--- config.mk ---
export PLATFORM = sky130hd
export DESIGN_NAME = sreg_wp_slave
export DESIGN_NICKNAME = d
export VERILOG_FILES = /design/src/rtl/sreg_wp_pkg.sv /design/src/rtl/sreg_wp_sync.sv /design/src/rtl/sreg_wp_ctrl.sv /design/src/rtl/sreg_wp_datapath.sv /design/src/rtl/sreg_wp_slave.sv
export SDC_FILE = /design/constraint.sdc
export NUM_CORES = 1
export LEC_CHECK = 0
export BUFFER_PORTS_ARGS = -buffer_cell sky130_fd_sc_hd__buf_2
export CAP_MARGIN = 20
export CELL_PAD_IN_SITES_DETAIL_PLACEMENT = 1
export CELL_PAD_IN_SITES_GLOBAL_PLACEMENT = 2
export CORE_ASPECT_RATIO = 0.7
export CORE_MARGIN = 1.5
export CORE_UTILIZATION = 30
export DETAILED_ROUTE_END_ITERATION = 12
export PLACE_DENSITY = 0.6
export RECOVER_POWER = 25
export SLEW_MARGIN = 20
export SYNTH_ARGS = -nofsm -noshare
export SYNTH_HDL_FRONTEND = slang
export SYNTH_SLANG_ARGS = --single-unit
--- constraint.sdc ---
create_clock -name clk -period 2 [get_ports clk]
set_clock_uncertainty 0.05 [all_clocks]
set_input_delay 0.2 -clock clk [delete_from_list [all_inputs] [get_ports clk]]
set_output_delay 0.2 -clock clk [all_outputs]
set_load 0.02 [all_outputs]
--- src/rtl/sreg_wp_pkg.sv ---
package sreg_wp_pkg;

  localparam int STATUS_W = 8;
  localparam int LOCK_BIT = 7;
  localparam int WEL_BIT  = 1;
  localparam logic [STATUS_W-1:0] WRITABLE_MASK = 8'hBC;

  // strobes from control to datapath, one cycle wide
  typedef struct packed {
    logic clrFrame;
    logic shiftEn;
    logic latchOp;
    logic setWel;
    logic setArm;
    logic commitWrite;
  } ctrlStrobes_t;

endpackage

--- src/rtl/sreg_wp_sync.sv ---
module sreg_wp_sync #(
  parameter int STAGES = 2,
  parameter int WIDTH = 4,
  parameter logic [WIDTH-1:0] RESET_VAL = '0
) (
  input  logic             clk,
  input  logic             rstN,
  input  logic [WIDTH-1:0] pinIn,
  output logic [WIDTH-1:0] syncOut
);

  logic [WIDTH-1:0] chain [STAGES];

  always_ff @(posedge clk or negedge rstN) begin
    if (!rstN) chain[0] <= RESET_VAL;
    else       chain[0] <= pinIn;
  end

  for (genvar s = 1; s < STAGES; s++) begin : g_stage
    always_ff @(posedge clk or negedge rstN) begin
      if (!rstN) chain[s] <= RESET_VAL;
      else       chain[s] <= chain[s-1];
    end
  end

  assign syncOut = chain[STAGES-1];

endmodule

--- src/rtl/sreg_wp_ctrl.sv ---
module sreg_wp_ctrl
  import sreg_wp_pkg::*;
#(
  parameter int BYTE_W = 8,
  parameter logic [BYTE_W-1:0] OP_WREN = 'h06,
  parameter logic [BYTE_W-1:0] OP_EWSR = 'h50,
  parameter logic [BYTE_W-1:0] OP_WRSR = 'h01
) (
  input  logic              clk,
  input  logic              rstN,
  input  logic              sckLvl,
  input  logic              csNLvl,
  input  logic [BYTE_W-1:0] opcode,
  output ctrlStrobes_t      strobes
);

  localparam int FRAME_BITS = 2 * BYTE_W;
  localparam int SAT_COUNT  = FRAME_BITS + 1;
  localparam int CNT_W      = $clog2(SAT_COUNT + 1);
  localparam logic [CNT_W-1:0] CNT_OP   = CNT_W'(BYTE_W);
  localparam logic [CNT_W-1:0] CNT_LAST = CNT_W'(BYTE_W - 1);
  localparam logic [CNT_W-1:0] CNT_FULL = CNT_W'(FRAME_BITS);
  localparam logic [CNT_W-1:0] CNT_SAT  = CNT_W'(SAT_COUNT);

  logic             sckPrev, csNPrev;
  logic             sckRise, csFall, csRise;
  logic [CNT_W-1:0] bitCnt;
  logic             opDone, frameDone;

  always_ff @(posedge clk or negedge rstN) begin
    if (!rstN) begin
      sckPrev <= 1'b0;
      csNPrev <= 1'b1;
    end else begin
      sckPrev <= sckLvl;
      csNPrev <= csNLvl;
    end
  end

  assign sckRise = sckLvl & ~sckPrev;
  assign csFall  = ~csNLvl & csNPrev;
  assign csRise  = csNLvl & ~csNPrev;

  assign opDone    = (bitCnt == CNT_OP);
  assign frameDone = (bitCnt == CNT_FULL);

  always_comb begin
    strobes = '0;
    if (csFall) begin
      strobes.clrFrame = 1'b1;
    end else if (!csNLvl && sckRise) begin
      strobes.shiftEn = 1'b1;
      strobes.latchOp = (bitCnt == CNT_LAST);
    end
    if (csRise) begin
      strobes.setWel      = opDone && (opcode == OP_WREN);
      strobes.setArm      = opDone && (opcode == OP_EWSR);
      strobes.commitWrite = frameDone && (opcode == OP_WRSR);
    end
  end

  always_ff @(posedge clk or negedge rstN) begin
    if (!rstN)                                bitCnt <= '0;
    else if (strobes.clrFrame)                bitCnt <= '0;
    else if (strobes.shiftEn && bitCnt != CNT_SAT) bitCnt <= bitCnt + 1'b1;
  end

endmodule

--- src/rtl/sreg_wp_datapath.sv ---
module sreg_wp_datapath
  import sreg_wp_pkg::*;
#(
  parameter int BYTE_W = 8,
  parameter logic [STATUS_W-1:0] RESET_STATUS = 8'h3C
) (
  input  logic                clk,
  input  logic                rstN,
  input  ctrlStrobes_t        strobes,
  input  logic                siLvl,
  input  logic                wpNLvl,
  output logic [BYTE_W-1:0]   opcode,
  output logic [STATUS_W-1:0] statusOut
);

  logic [BYTE_W-1:0]   shiftReg, shiftNext;
  logic [STATUS_W-1:0] protReg, newProt;
  logic                wel, arm;
  logic                writeAllowed;

  assign shiftNext = {shiftReg[BYTE_W-2:0], siLvl};

  always_ff @(posedge clk or negedge rstN) begin
    if (!rstN) begin
      shiftReg <= '0;
      opcode   <= '0;
    end else begin
      if (strobes.clrFrame)     shiftReg <= '0;
      else if (strobes.shiftEn) shiftReg <= shiftNext;
      if (strobes.latchOp)      opcode   <= shiftNext;
    end
  end

  assign writeAllowed = (wel || arm) && !(!wpNLvl && protReg[LOCK_BIT]);
  assign newProt      = STATUS_W'(shiftReg) & WRITABLE_MASK;

  always_ff @(posedge clk or negedge rstN) begin
    if (!rstN) begin
      protReg <= RESET_STATUS & WRITABLE_MASK;
      wel     <= 1'b0;
      arm     <= 1'b0;
    end else begin
      if (strobes.commitWrite) begin
        if (writeAllowed) protReg <= newProt;
        wel <= 1'b0;
        arm <= 1'b0;
      end
      if (strobes.setWel) wel <= 1'b1;
      if (strobes.setArm) arm <= 1'b1;
    end
  end

  always_comb begin
    statusOut          = protReg & WRITABLE_MASK;
    statusOut[WEL_BIT] = wel;
  end

endmodule

--- src/rtl/sreg_wp_slave.sv ---
module sreg_wp_slave
  import sreg_wp_pkg::*;
#(
  parameter int SYNC_STAGES = 2,
  parameter int BYTE_W = 8,
  parameter logic [STATUS_W-1:0] RESET_STATUS = 8'h3C
) (
  input  logic                clk,
  input  logic                rstN,
  input  logic                sckPin,
  input  logic                csNPin,
  input  logic                siPin,
  input  logic                wpNPin,
  output logic [STATUS_W-1:0] statusOut
);

  // pin order {wpN, si, csN, sck}; idle reset values
  localparam logic [3:0] PIN_IDLE = 4'b1010;

  logic [3:0]        pinsSync;
  logic              sckLvl, csNLvl, siLvl, wpNLvl;
  logic [BYTE_W-1:0] opcode;
  ctrlStrobes_t      strobes;

  sreg_wp_sync #(.STAGES(SYNC_STAGES), .WIDTH(4), .RESET_VAL(PIN_IDLE)) u_sync (
    .clk(clk), .rstN(rstN),
    .pinIn({wpNPin, siPin, csNPin, sckPin}),
    .syncOut(pinsSync)
  );

  assign {wpNLvl, siLvl, csNLvl, sckLvl} = pinsSync;

  sreg_wp_ctrl #(.BYTE_W(BYTE_W)) u_ctrl (
    .clk(clk), .rstN(rstN), .sckLvl(sckLvl), .csNLvl(csNLvl),
    .opcode(opcode), .strobes(strobes)
  );

  sreg_wp_datapath #(.BYTE_W(BYTE_W), .RESET_STATUS(RESET_STATUS)) u_dp (
    .clk(clk), .rstN(rstN), .strobes(strobes), .siLvl(siLvl),
    .wpNLvl(wpNLvl), .opcode(opcode), .statusOut(statusOut)
  );

endmodule

==> qor.yml <==
status: "finished clean"
tns_ps: 0
ys_ff_latch: 38
drive_gt1_frac: 0.338
finalCriticalPeriod_ps: 1850
synthFlopType: "dfrtp_1"
drtAntennaViolNets: 0
hold_depth: 0
crit_arrival_ps: 2020
syn-cell-area_sq_um: 1600
synth_edf_count: 0
htree_levels: 2
avgViaCountPerCell: 4.71
antenna_found_initial: 0
synth.most_common_cell: "dfrtp_1"
setup_ws_ps: 151
dieWidth_microns: 90.3
ys_top_cells_by_area: "dfrtp_1, dfstp_2, mux2_2"
cp-end-kind: "flop"
vias: 1023
power.leakage_nw: 0.878
worstHoldStart: "u_sync.chain[7]"
setup_viol_count_final: 0
slew_violations: 0
wirelength_microns: 3500
core_sq_um: 5170
grt_pass1_wl_microns: 6040
io_buffers: 11
fp.dieArea_sq_um: 5780
drcViolationCount: 0
wl_per_cell_microns: 16.1
clock_latency_ps: 290
worst_pin_slew_ps: 960
grt_usage: 0.139
die_y_microns: 64.1
timing.critical_path.fanout_max: 5
p_per_area_nw_per_um2: 786
cts.sinks: 38
finalCritPeriodShare: 0.924
num_rows: 22
reg2reg_depth: 6
postSynthCellCount: 117
dp_slack_ps: 182
cp-start-kind: "flop"
final_nets: 153
yosys.area.top_type: "dfrtp_1"
ys_async_sr_fraction: 1.00
ys_types: 37
root_buffer: "clkbuf_8"
hold_violations: 0
setup.worst_path.start: "u_ctrl.bitCnt[0]"
synth_top_area_share: 0.454
dr.pass1.iters: 4
whs_ps: 307
required_ps: 2170
start_util: 0.309
grt_pass1_vias: 1156
cts_made_buffers: 5
postCtsHoldBufs: 5
place_hpwl_microns: 2460
min_path_type: "flop to flop"
cts_tree: "done"
syn_area_per_cell_sq_um: 13.7
drv_cap: 0
grt-ovfl-total: 0
area_delta_synth_final_pct: 20.5
postCtsResizedCells: 0
r2r-start: "u_ctrl.bitCnt[0]"
synth_seq_area_share: 0.602
setup.worst_path.class: "flop to flop"
max_freq_mhz: 541
synth_common_cells: "dfrtp_1, dfstp_2, mux2_2, inv_1, nand3_1"
grt_max_degree: 39
path_clk_slew_ps: 70
cts_setup_buffers: 0
gp_congestion: 0.748
yosys_warnings: 0
clk_path_buf_depth: 2
irDropWorstVdd_v: 0.000266
antenna_cells: 0
ioPinCount: 14
slew-limit-headroom: 0.360
rsz0062_at_grt: "no"
drt_iter0_drc: 73
stage by stage:
stage                     instances  instance area [sq um]  power (W)   util
after detailed placement        204                   1770   0.000882  0.343
after CTS                       217                   1930    0.00153  0.373
final                           217                   1930    0.00151  0.372
after global placement          204                   1770   0.000878  0.343
after global routing            217                   1930    0.00158  0.372
after floorplan                 118                   1600   0.000848      -
area by class of cell:
cell class	count	area (sq um)
Fill cell	583	3250
Sequential cell	38	962
Multi-Input combinational cell	70	591
Timing Repair Buffer	23	155
Tap cell	72	90.1
Clock buffer	7	76.3
Clock inverter	1	30.0
Inverter	6	22.5
layout by cell type (no fill, tap or decap), types with 2 or more instances in the layout:
| cell | netlist | layout |
|---|---|---|
| dfrtp_1 | 29 | 29 |
| mux2_2 | 8 | 8 |
| buf_2 | 1 | 8 |
| dfstp_2 | 9 | 8 |
| buf_4 | 3 | 7 |
| inv_1 | 6 | 6 |
| nand3_1 | 6 | 6 |
| a22o_1 | 5 | 5 |
| nand2_1 | 5 | 5 |
| o21ai_0 | 5 | 5 |
| clkbuf_8 | 0 | 5 |
| dlygate4sd3_1 | 0 | 5 |
| mux2_4 | 4 | 4 |
| clkbuf_1 | 0 | 4 |
| nand4_1 | 3 | 3 |
| nor2_1 | 3 | 3 |
| a22oi_1 | 3 | 3 |
| ha_1 | 3 | 3 |
| nand2b_1 | 2 | 2 |
| o2bb2ai_1 | 2 | 2 |
| conb_1 | 1 | 2 |
routing by layer:
layer | GRT usage | share of wire | up-vias
li1 | - | - | 479
met3 | 0.0357 | 0.026 | 8
met5 | 0 | 0 | -
met4 | 0.0655 | 0.017 | 0
met1 | 0.194 | 0.52 | 522
met2 | 0.202 | 0.43 | 14
report_power, final:
group	switching (W)	internal (W)
registers	0.0000144	0.000788
clock network	0.000266	0.000373
logic	0.0000428	0.0000299
total	0.000324	0.00119
final timing paths:
check                      slack [ps]                end
max                               150    u_dp.protReg[3]
min                               310  u_sync.syncOut[3]
max reg2reg                       150    u_dp.protReg[3]
min reg2reg                       310  u_sync.syncOut[3]
max in group asynchronous         770     u_dp.opcode[0]
min in group asynchronous         540   u_dp.shiftReg[5]
flip-flops by register name, summed over array words and instances, names as in the netlist:
| signal | cells |
|---|---|
| u_dp.opcode | 8 |
| u_dp.shiftReg | 8 |
| u_ctrl.bitCnt | 5 |
| u_dp.protReg | 5 |
| u_sync.chain | 4 |
| u_sync.syncOut | 4 |
| u_ctrl.csNPrev | 1 |
| u_ctrl.sckPrev | 1 |
| u_dp.arm | 1 |
| u_dp.wel | 1 |
critical path, cell delays in order (launching register included):
cell,delay (ps)
dfrtp_1,430
inv_1,120
ha_1,170
nor4b_4,200
nand4_2,160
a211o_4,340
mux2_4,310
kinds of logic after synthesis:
family,after synthesis,synth area share
AOI/OAI and AO/OA,22,0.107
xor gates and xnor gates,1,0.00548
adders and majority gates,3,0.0235
buffers and inverters,10,0.0313
DFF,38,0.602
muxes,12,0.0939
other,1,0.00235
and+or+nand+nor,30,0.135
No activity file was read; power rests on OpenSTA's default activity.
